### config.mk
export PLATFORM = sky130hd
export DESIGN_NAME = pwrup_cfg_loader
export DESIGN_NICKNAME = d
export VERILOG_FILES = /design/src/rtl/pcl_pkg.sv /design/src/rtl/pcl_sync.sv /design/src/rtl/pcl_seq.sv /design/src/rtl/pcl_regs.sv /design/src/rtl/pcl_lane.sv /design/src/rtl/pwrup_cfg_loader.sv
export SDC_FILE = /design/constraint.sdc
export NUM_CORES = 1
export LEC_CHECK = 0
export BUFFER_PORTS_ARGS = -buffer_cell sky130_fd_sc_hd__buf_2
export CAP_MARGIN = 20
export CORE_ASPECT_RATIO = 1.4
export CORE_MARGIN = 2
export CORE_UTILIZATION = 45
export CTS_BUF_LIST = sky130_fd_sc_hd__clkbuf_8 sky130_fd_sc_hd__clkbuf_16
export DETAILED_ROUTE_END_ITERATION = 8
export PLACE_DENSITY = 0.67
export SLEW_MARGIN = 20
export SYNTH_ARGS = -nofsm -noshare
export SYNTH_HDL_FRONTEND = slang
export SYNTH_SLANG_ARGS = --single-unit
### constraint.sdc
create_clock -name clk -period 3.9 [get_ports clk]
set_input_delay 0.195 -clock clk [delete_from_list [all_inputs] [get_ports clk]]
set_output_delay 0.195 -clock clk [all_outputs]
set_load 0.01 [all_outputs]
### src/rtl/pcl_pkg.sv
package pcl_pkg;

    typedef enum logic [1:0] {
        ST_WAIT = 2'd0,
        ST_SNAP = 2'd1,
        ST_RUN  = 2'd2
    } seq_state_t;

    localparam int unsigned ADDR_W = 3;

    localparam logic [ADDR_W-1:0] A_PE  = 3'd0;
    localparam logic [ADDR_W-1:0] A_LVL = 3'd1;
    localparam logic [ADDR_W-1:0] A_EN  = 3'd2;
    localparam logic [ADDR_W-1:0] A_SQ  = 3'd3;
    localparam logic [ADDR_W-1:0] A_SDS = 3'd4;
    localparam logic [ADDR_W-1:0] A_OFC = 3'd5;

    typedef struct packed {
        logic       ofc;
        logic       sds;
        logic       sq;
        logic       en;
        logic [1:0] lvl;
        logic [1:0] pe;
    } strap_t;

    localparam int unsigned STRAP_W = $bits(strap_t);

    localparam strap_t STRAP_DEFAULT = '{
        ofc: 1'b0, sds: 1'b0, sq: 1'b1, en: 1'b1, lvl: 2'b10, pe: 2'b01
    };

endpackage

### src/rtl/pcl_sync.sv
module pcl_sync #(
    parameter int unsigned      W       = 8,
    parameter int unsigned      STAGES  = 2,
    parameter logic [W-1:0]     RST_VAL = '0
) (
    input  logic         clk,
    input  logic         rst,
    input  logic [W-1:0] d,
    output logic [W-1:0] q
);
    logic [W-1:0] stage_q [STAGES];

    generate
        for (genvar s = 0; s < STAGES; s++) begin : g_stage
            if (s == 0) begin : g_first
                always_ff @(posedge clk) begin
                    if (rst) stage_q[0] <= RST_VAL;
                    else     stage_q[0] <= d;
                end
            end else begin : g_next
                always_ff @(posedge clk) begin
                    if (rst) stage_q[s] <= RST_VAL;
                    else     stage_q[s] <= stage_q[s-1];
                end
            end
        end
    endgenerate

    assign q = stage_q[STAGES-1];
endmodule

### src/rtl/pcl_seq.sv
module pcl_seq
    import pcl_pkg::*;
#(
    parameter int unsigned WAIT_CYCLES = 10_000_000
) (
    input  logic clk,
    input  logic rst,
    output logic busy,
    output logic load
);
    localparam int unsigned CNT_W = (WAIT_CYCLES > 1) ? $clog2(WAIT_CYCLES) : 1;
    localparam logic [CNT_W-1:0] CNT_LAST = CNT_W'(WAIT_CYCLES - 1);

    seq_state_t state_q, state_d;
    logic [CNT_W-1:0] cnt_q;
    logic wait_done;

    assign wait_done = (cnt_q == CNT_LAST);

    always_ff @(posedge clk) begin
        if (rst) state_q <= ST_WAIT;
        else     state_q <= state_d;
    end

    always_ff @(posedge clk) begin
        if (rst)                                cnt_q <= '0;
        else if (state_q == ST_WAIT && !wait_done) cnt_q <= cnt_q + 1'b1;
    end

    always_comb begin
        state_d = state_q;
        unique case (state_q)
            ST_WAIT: if (wait_done) state_d = ST_SNAP;
            ST_SNAP: state_d = ST_RUN;
            ST_RUN:  state_d = ST_RUN;
            default: state_d = ST_WAIT;
        endcase
    end

    always_comb begin
        busy = 1'b1;
        load = 1'b0;
        unique case (state_q)
            ST_WAIT: begin busy = 1'b1; load = 1'b0; end
            ST_SNAP: begin busy = 1'b1; load = 1'b1; end
            ST_RUN:  begin busy = 1'b0; load = 1'b0; end
            default: begin busy = 1'b1; load = 1'b0; end
        endcase
    end

    p_busy_sticky_r2: assert property (@(posedge clk) disable iff (rst)
        !busy |=> !busy);
    p_cnt_range_r2: assert property (@(posedge clk) disable iff (rst)
        cnt_q <= CNT_LAST);
    p_load_once_r4: assert property (@(posedge clk) disable iff (rst)
        load |=> (!load && !busy));
endmodule

### src/rtl/pcl_regs.sv
module pcl_regs
    import pcl_pkg::*;
#(
    parameter int unsigned NCH = 4,
    localparam int unsigned DW = 2 * NCH
) (
    input  logic              clk,
    input  logic              rst,
    input  logic              busy,
    input  logic              load,
    input  logic              regmode,
    input  strap_t            straps,
    input  logic              wr_en,
    input  logic [ADDR_W-1:0] wr_addr,
    input  logic [DW-1:0]     wr_data,
    input  logic [ADDR_W-1:0] rd_addr,
    output logic [DW-1:0]     rd_data,
    output logic [DW-1:0]     pe_q,
    output logic [DW-1:0]     lvl_q,
    output logic [NCH-1:0]    en_q,
    output logic [NCH-1:0]    sq_q,
    output logic [NCH-1:0]    sds_q,
    output logic [NCH-1:0]    ofc_q
);
    logic wr_ok;
    assign wr_ok = wr_en && !busy && regmode;

    always_ff @(posedge clk) begin
        if (rst) begin
            pe_q  <= {NCH{STRAP_DEFAULT.pe}};
            lvl_q <= {NCH{STRAP_DEFAULT.lvl}};
            en_q  <= {NCH{STRAP_DEFAULT.en}};
            sq_q  <= {NCH{STRAP_DEFAULT.sq}};
            sds_q <= {NCH{STRAP_DEFAULT.sds}};
            ofc_q <= {NCH{STRAP_DEFAULT.ofc}};
        end else if (load) begin
            pe_q  <= {NCH{straps.pe}};
            lvl_q <= {NCH{straps.lvl}};
            en_q  <= {NCH{straps.en}};
            sq_q  <= {NCH{straps.sq}};
            sds_q <= {NCH{straps.sds}};
            ofc_q <= {NCH{straps.ofc}};
        end else if (wr_ok) begin
            unique case (wr_addr)
                A_PE:    pe_q  <= wr_data;
                A_LVL:   lvl_q <= wr_data;
                A_EN:    en_q  <= wr_data[NCH-1:0];
                A_SQ:    sq_q  <= wr_data[NCH-1:0];
                A_SDS:   sds_q <= wr_data[NCH-1:0];
                A_OFC:   ofc_q <= wr_data[NCH-1:0];
                default: ;
            endcase
        end
    end

    always_comb begin
        rd_data = '0;
        if (!busy) begin
            if (regmode) begin
                unique case (rd_addr)
                    A_PE:    rd_data = pe_q;
                    A_LVL:   rd_data = lvl_q;
                    A_EN:    rd_data = DW'(en_q);
                    A_SQ:    rd_data = DW'(sq_q);
                    A_SDS:   rd_data = DW'(sds_q);
                    A_OFC:   rd_data = DW'(ofc_q);
                    default: rd_data = '0;
                endcase
            end else begin
                unique case (rd_addr)
                    A_PE:    rd_data = DW'(straps.pe);
                    A_LVL:   rd_data = DW'(straps.lvl);
                    A_EN:    rd_data = DW'(straps.en);
                    A_SQ:    rd_data = DW'(straps.sq);
                    A_SDS:   rd_data = DW'(straps.sds);
                    A_OFC:   rd_data = DW'(straps.ofc);
                    default: rd_data = '0;
                endcase
            end
        end
    end

    p_busy_nowrite_r3: assert property (@(posedge clk) disable iff (rst)
        (busy && !load) |=> ($stable(pe_q) && $stable(lvl_q) && $stable(en_q)
                             && $stable(sq_q) && $stable(sds_q) && $stable(ofc_q)));
    p_pin_nowrite_r6: assert property (@(posedge clk) disable iff (rst)
        (!busy && !regmode) |=> ($stable(pe_q) && $stable(lvl_q) && $stable(en_q)
                                 && $stable(sq_q) && $stable(sds_q) && $stable(ofc_q)));
    p_pin_readback_r7: assert property (@(posedge clk) disable iff (rst)
        (!busy && !regmode && (rd_addr == A_PE || rd_addr == A_LVL))
            |-> (rd_data[DW-1:2] == '0));
    p_busy_read_r3: assert property (@(posedge clk) disable iff (rst)
        busy |-> (rd_data == '0));
endmodule

### src/rtl/pcl_lane.sv
module pcl_lane
    import pcl_pkg::*;
(
    input  logic       clk,
    input  logic       rst,
    input  logic       use_straps,
    input  strap_t     straps,
    input  logic [1:0] r_pe,
    input  logic [1:0] r_lvl,
    input  logic       r_en,
    input  logic       r_sq,
    input  logic       r_sds,
    input  logic       r_ofc,
    input  logic       sig_det,
    output logic [1:0] pe,
    output logic [1:0] lvl,
    output logic       oe,
    output logic       sq,
    output logic       sds,
    output logic       ofc
);
    logic [1:0] lvl_raw;
    logic       sq_en;

    always_comb begin
        if (use_straps) begin
            pe      = straps.pe;
            lvl_raw = straps.lvl;
            oe      = straps.en;
            sq_en   = straps.sq;
            sds     = straps.sds;
            ofc     = straps.ofc;
        end else begin
            pe      = r_pe;
            lvl_raw = r_lvl;
            oe      = r_en;
            sq_en   = r_sq;
            sds     = r_sds;
            ofc     = r_ofc;
        end
    end

    // reserved drive code folds onto the highest level
    assign lvl = (lvl_raw == 2'b11) ? 2'b10 : lvl_raw;
    // a powered-down lane never reports squelch
    assign sq  = oe && sq_en && !sig_det;

    p_pd_over_sq_r9: assert property (@(posedge clk) disable iff (rst)
        !oe |-> !sq);
    p_lvl_legal_r8: assert property (@(posedge clk) disable iff (rst)
        lvl != 2'b11);
endmodule

### src/rtl/pwrup_cfg_loader.sv
module pwrup_cfg_loader
    import pcl_pkg::*;
#(
    parameter int unsigned WAIT_CYCLES = 10_000_000,
    parameter int unsigned SYNC_STAGES = 2
) (
    input  logic       clk,
    input  logic       rst,
    input  logic       strap_regmode,
    input  logic       strap_en,
    input  logic [1:0] strap_lvl,
    input  logic [1:0] strap_pe,
    input  logic       strap_sq,
    input  logic       strap_sds,
    input  logic       strap_ofc,
    input  logic [3:0] sig_det,
    input  logic       wr_en,
    input  logic [2:0] wr_addr,
    input  logic [7:0] wr_data,
    input  logic [2:0] rd_addr,
    output logic [7:0] rd_data,
    output logic       busy,
    output logic [7:0] lane_pe,
    output logic [7:0] lane_lvl,
    output logic [3:0] lane_oe,
    output logic [3:0] lane_sq,
    output logic [3:0] lane_sds,
    output logic [3:0] lane_ofc
);
    localparam int unsigned NCH  = 4;
    localparam int unsigned SYNC_W = STRAP_W + 1;

    strap_t     straps_raw, straps_s;
    logic       regmode_s;
    logic       load;
    logic [SYNC_W-1:0] sync_q;

    logic [2*NCH-1:0] pe_q, lvl_q;
    logic [NCH-1:0]   en_q, sq_q, sds_q, ofc_q;

    assign straps_raw = '{ofc: strap_ofc, sds: strap_sds, sq: strap_sq,
                          en: strap_en, lvl: strap_lvl, pe: strap_pe};

    pcl_sync #(
        .W       (SYNC_W),
        .STAGES  (SYNC_STAGES),
        .RST_VAL ({1'b1, STRAP_DEFAULT})
    ) u_sync (
        .clk (clk),
        .rst (rst),
        .d   ({strap_regmode, straps_raw}),
        .q   (sync_q)
    );

    assign regmode_s = sync_q[SYNC_W-1];
    assign straps_s  = strap_t'(sync_q[STRAP_W-1:0]);

    pcl_seq #(.WAIT_CYCLES(WAIT_CYCLES)) u_seq (
        .clk  (clk),
        .rst  (rst),
        .busy (busy),
        .load (load)
    );

    pcl_regs #(.NCH(NCH)) u_regs (
        .clk     (clk),
        .rst     (rst),
        .busy    (busy),
        .load    (load),
        .regmode (regmode_s),
        .straps  (straps_s),
        .wr_en   (wr_en),
        .wr_addr (wr_addr),
        .wr_data (wr_data),
        .rd_addr (rd_addr),
        .rd_data (rd_data),
        .pe_q    (pe_q),
        .lvl_q   (lvl_q),
        .en_q    (en_q),
        .sq_q    (sq_q),
        .sds_q   (sds_q),
        .ofc_q   (ofc_q)
    );

    logic use_straps;
    assign use_straps = !busy && !regmode_s;

    generate
        for (genvar c = 0; c < NCH; c++) begin : g_lane
            pcl_lane u_lane (
                .clk        (clk),
                .rst        (rst),
                .use_straps (use_straps),
                .straps     (straps_s),
                .r_pe       (pe_q[2*c +: 2]),
                .r_lvl      (lvl_q[2*c +: 2]),
                .r_en       (en_q[c]),
                .r_sq       (sq_q[c]),
                .r_sds      (sds_q[c]),
                .r_ofc      (ofc_q[c]),
                .sig_det    (sig_det[c]),
                .pe         (lane_pe[2*c +: 2]),
                .lvl        (lane_lvl[2*c +: 2]),
                .oe         (lane_oe[c]),
                .sq         (lane_sq[c]),
                .sds        (lane_sds[c]),
                .ofc        (lane_ofc[c])
            );
        end
    endgenerate

    p_pin_uniform_r6: assert property (@(posedge clk) disable iff (rst)
        use_straps |-> (lane_pe == {NCH{lane_pe[1:0]}} && lane_oe == {NCH{lane_oe[0]}}));
endmodule

==> metrics.md <==
| Metric | Value |
|---|---|
| CTS tree | done |
| Grt ovf | 0 |
| Area leader, netlist | dfxtp_1 |
| Critical Path Fanout Max | 32 |
| Hold-fix buffers, CTS | 0 |
| GRT Total Usage | 21.1% |
| Clock Tree Buf Depth | 2 |
| CP arrival | 2.44 ns |
| Critical Path Source Type | flip-flop |
| Area grow syn2layout | 14.3% |
| Number of global-route vias before repair | 3,440 |
| Mapped Area | 3980 um^2 |
| Fraction of layout cells with a size suffix above 1 | 21.2% |
| Status | finished, final reports clean |
| Vias per Instance | 5.61 |
| Die width | 83.5 um |
| Synth top area cells | dfxtp_1, nand2_1, mux2i_1 |
| Crit. Startpoint | u_seq.state_q[0] |
| Port Buffers | 70 |
| Max cap viols | 0 |
| Reg2reg end | u_seq.state_q[1] |
| Worst Path Required | 3.70 ns |
| Top-area cell type share of the netlist area | 38.2% |
| Post-synth EDFFs | 0 |
| Post-CTS sizing | 0 |
| Initial DRC Count | 223 |
| Cells after synthesis | 488 |
| R2R setup slack | 1.91 ns |
| Setup Fix Bufs, Post-CTS | 0 |
| Final Skew | 0.00526 ns |
| CP Capture Point | lane_sq[0] |
| Die height | 115 um |
| Top_reg_cell synth | dfxtp_1 |
| Remaining routing DRC violations | 0 |
| Unrepaired setup endpoints after global routing | no |
| Crit. End Element | output pin |
| Async SR Flop Fraction | 0% |
| Worst reg2reg path depth | 5 |
| Reg clk slew, reported paths | 0.06 ns |
| Wirelength per Cell | 15.4 um |
| Tcrit/Tclk final | 67.7% |
| Io pins | 71 |
| DR vias | 3,578 |
| Antenna cells | 0 |
| Worst skew pair latency | 0.33 ns |
| Row cnt | 40 |
| Core area | 8610 um^2 |
| Max Fclk | 379 MHz |
| Number of fill cells | 854 |
| Sequential-to-total area share from yosys stat | 38.2% |
| Sinks on Clock Net | 76 |
| Hold_ws | 0.0507 ns |
| First-pass GRT wire length | 16.2 mm |
| Initial Util | 46.3% |
| Final Instance Area | 4550 um^2 |
| Pwr Total | 1.71 mW |
| Yosys warns | 0 |
| Initial antenna violation count | 0 |
| Final wirelength | 9.82 mm |
| Crit path kind | reg -> out |
| Register bit total from synthesis | 76 |
| Endpoints failing setup | 0 |
| Min Tclk post-route | 2.64 ns |
| Largest net degree at the start of global routing | 54 |
| Post-synth cell types | 53 |
| Worst slew margin | 24.8% |
| Antenna violation net count after detailed routing | 0 |
| Reg2reg start | u_seq.cnt_q[8] |
| Commonest non-fill, non-tap cell in the layout | dfxtp_1 |
| Routability cong. | 0.877 |
| Syn nets | 522 |
| Least-Margin Pin Slew | 1.13 ns |
| Worst hold path type | in -> reg |
| Root Buffer | clkbuf_16 |
| H-tree Lvls | 3 |
| Fin nets | 562 |
| Die area | 9630 um^2 |
| Leak | 1.92 nW |
| Worst vdd ir | 0.000251 V |
| Post-place instance area | 4250 um^2 |
| PwrDens | 376 nW/um^2 |
| DP Wirelength | 7.35 mm |
| DRT Pass-1 Iters | 6 |
| Sum of negative setup slack | 0 ns |
| Final Hold Vio Count | 0 |
| Avg Synthesized Cell Area | 8.16 um^2 |
| Most frequent cells in the layout | dfxtp_1, nand2_1, buf_2, nor2_1, nor3_1 |
| Slew Viols, Final | 0 |
| Total clock buffers created by CTS | 9 |
worst min-delay path by stage:
stage	depth (start not counted)	to	slack (ns)	startpoint
6_report	2	u_sync.stage_q[0][5]	0.05	strap_sq
5_1_grt	2	u_sync.stage_q[0][5]	0.05	strap_sq
4_1_cts	2	u_sync.stage_q[0][0]	0.04	strap_pe[0]
3_5_place_dp	2	u_sync.stage_q[0][0]	0.38	strap_pe[0]
3_3_place_gp	2	u_sync.stage_q[0][4]	0.38	strap_en
2_1_floorplan	1	u_sync.stage_q[0][0]	0.30	strap_pe[0]
synth_stat cells, types with 8 or more instances:
cell       n
o21ai_0    8
xor2_1    14
nand3_1   10
buf_4     17
mux2i_1   21
nor3_1    37
nand2_1   72
nand4_1   11
nor2_1    43
inv_1      9
or2_2     10
a21oi_1   24
dfxtp_1   76
nor4_1    16
nor2b_1   10
clkbuf_1  19
a211oi_1  16
power breakdown:
group	switching [mW]	leakage (nW)	internal, mW
combinational	0.0502	1.15	0.0366
clock	0.301	0.153	0.525
sequential	0.0102	0.618	0.788
kinds of logic (layout without fill, tap and decap cells):
| family | count (synthesis) | count (layout) | share of synthesized area (%) |
|---|---|---|---|
| DFF | 76 | 76 | 38.2 |
| buffers and inverters | 53 | 98 | 6.72 |
| adders and majority gates | 4 | 4 | 1.26 |
| muxes | 24 | 24 | 6.41 |
| AOI/OAI and AO/OA | 66 | 66 | 10.6 |
| xor gates and xnor gates | 17 | 17 | 3.74 |
| and+or+nand+nor | 248 | 248 | 33.1 |
final cells by class:
class                   count  area [um^2]  share of cell area, %
flip-flops and latches     76         1520                   33.4
well taps                 105          131                   2.88
clock inverters             5         51.3                   1.13
repair buffers             72          365                   8.02
multi-input cells         359         2190                   48.2
inverters                  10         37.5                  0.824
clock buffers              11          253                   5.55
sequential cells by signal, indices dropped and copies added (netlist names):
register,count
u_regs.lvl_q,8
u_regs.ofc_q,4
u_regs.en_q,4
u_regs.pe_q,8
u_regs.sq_q,4
u_seq.state_q,2
u_seq.cnt_q,24
u_sync.stage_q,18
u_regs.sds_q,4
through the flow:
step	utilization (%)	cells	setup slack, ns
2_1_floorplan	-	488	2.09
3_3_place_gp	49.4	622	1.74
3_5_place_dp	49.4	622	1.63
4_1_cts	52.9	638	1.25
5_1_grt	52.9	638	1.08
6_report	52.9	638	1.26
layer usage:
layer / GRT usage, % / up-vias / share of wire [%]
li1: - / 1786 / -
met1: 24.4 / 1666 / 41
met2: 37.6 / 101 / 52
met3: 2.80 / 25 / 4.0
met4: 11.9 / 0 / 3.3
met5: 0 / - / 0
worst max-delay path, cell delays in order (launching register included):
cell and delay, ns:
dfxtp_1 0.36, inv_1 0.07, ha_1 0.26, nand2b_1 0.81, nand2_1 0.17, a211oi_1 0.27
buf_2 0.16
Note: power is estimated with default switching activity, not from simulation.
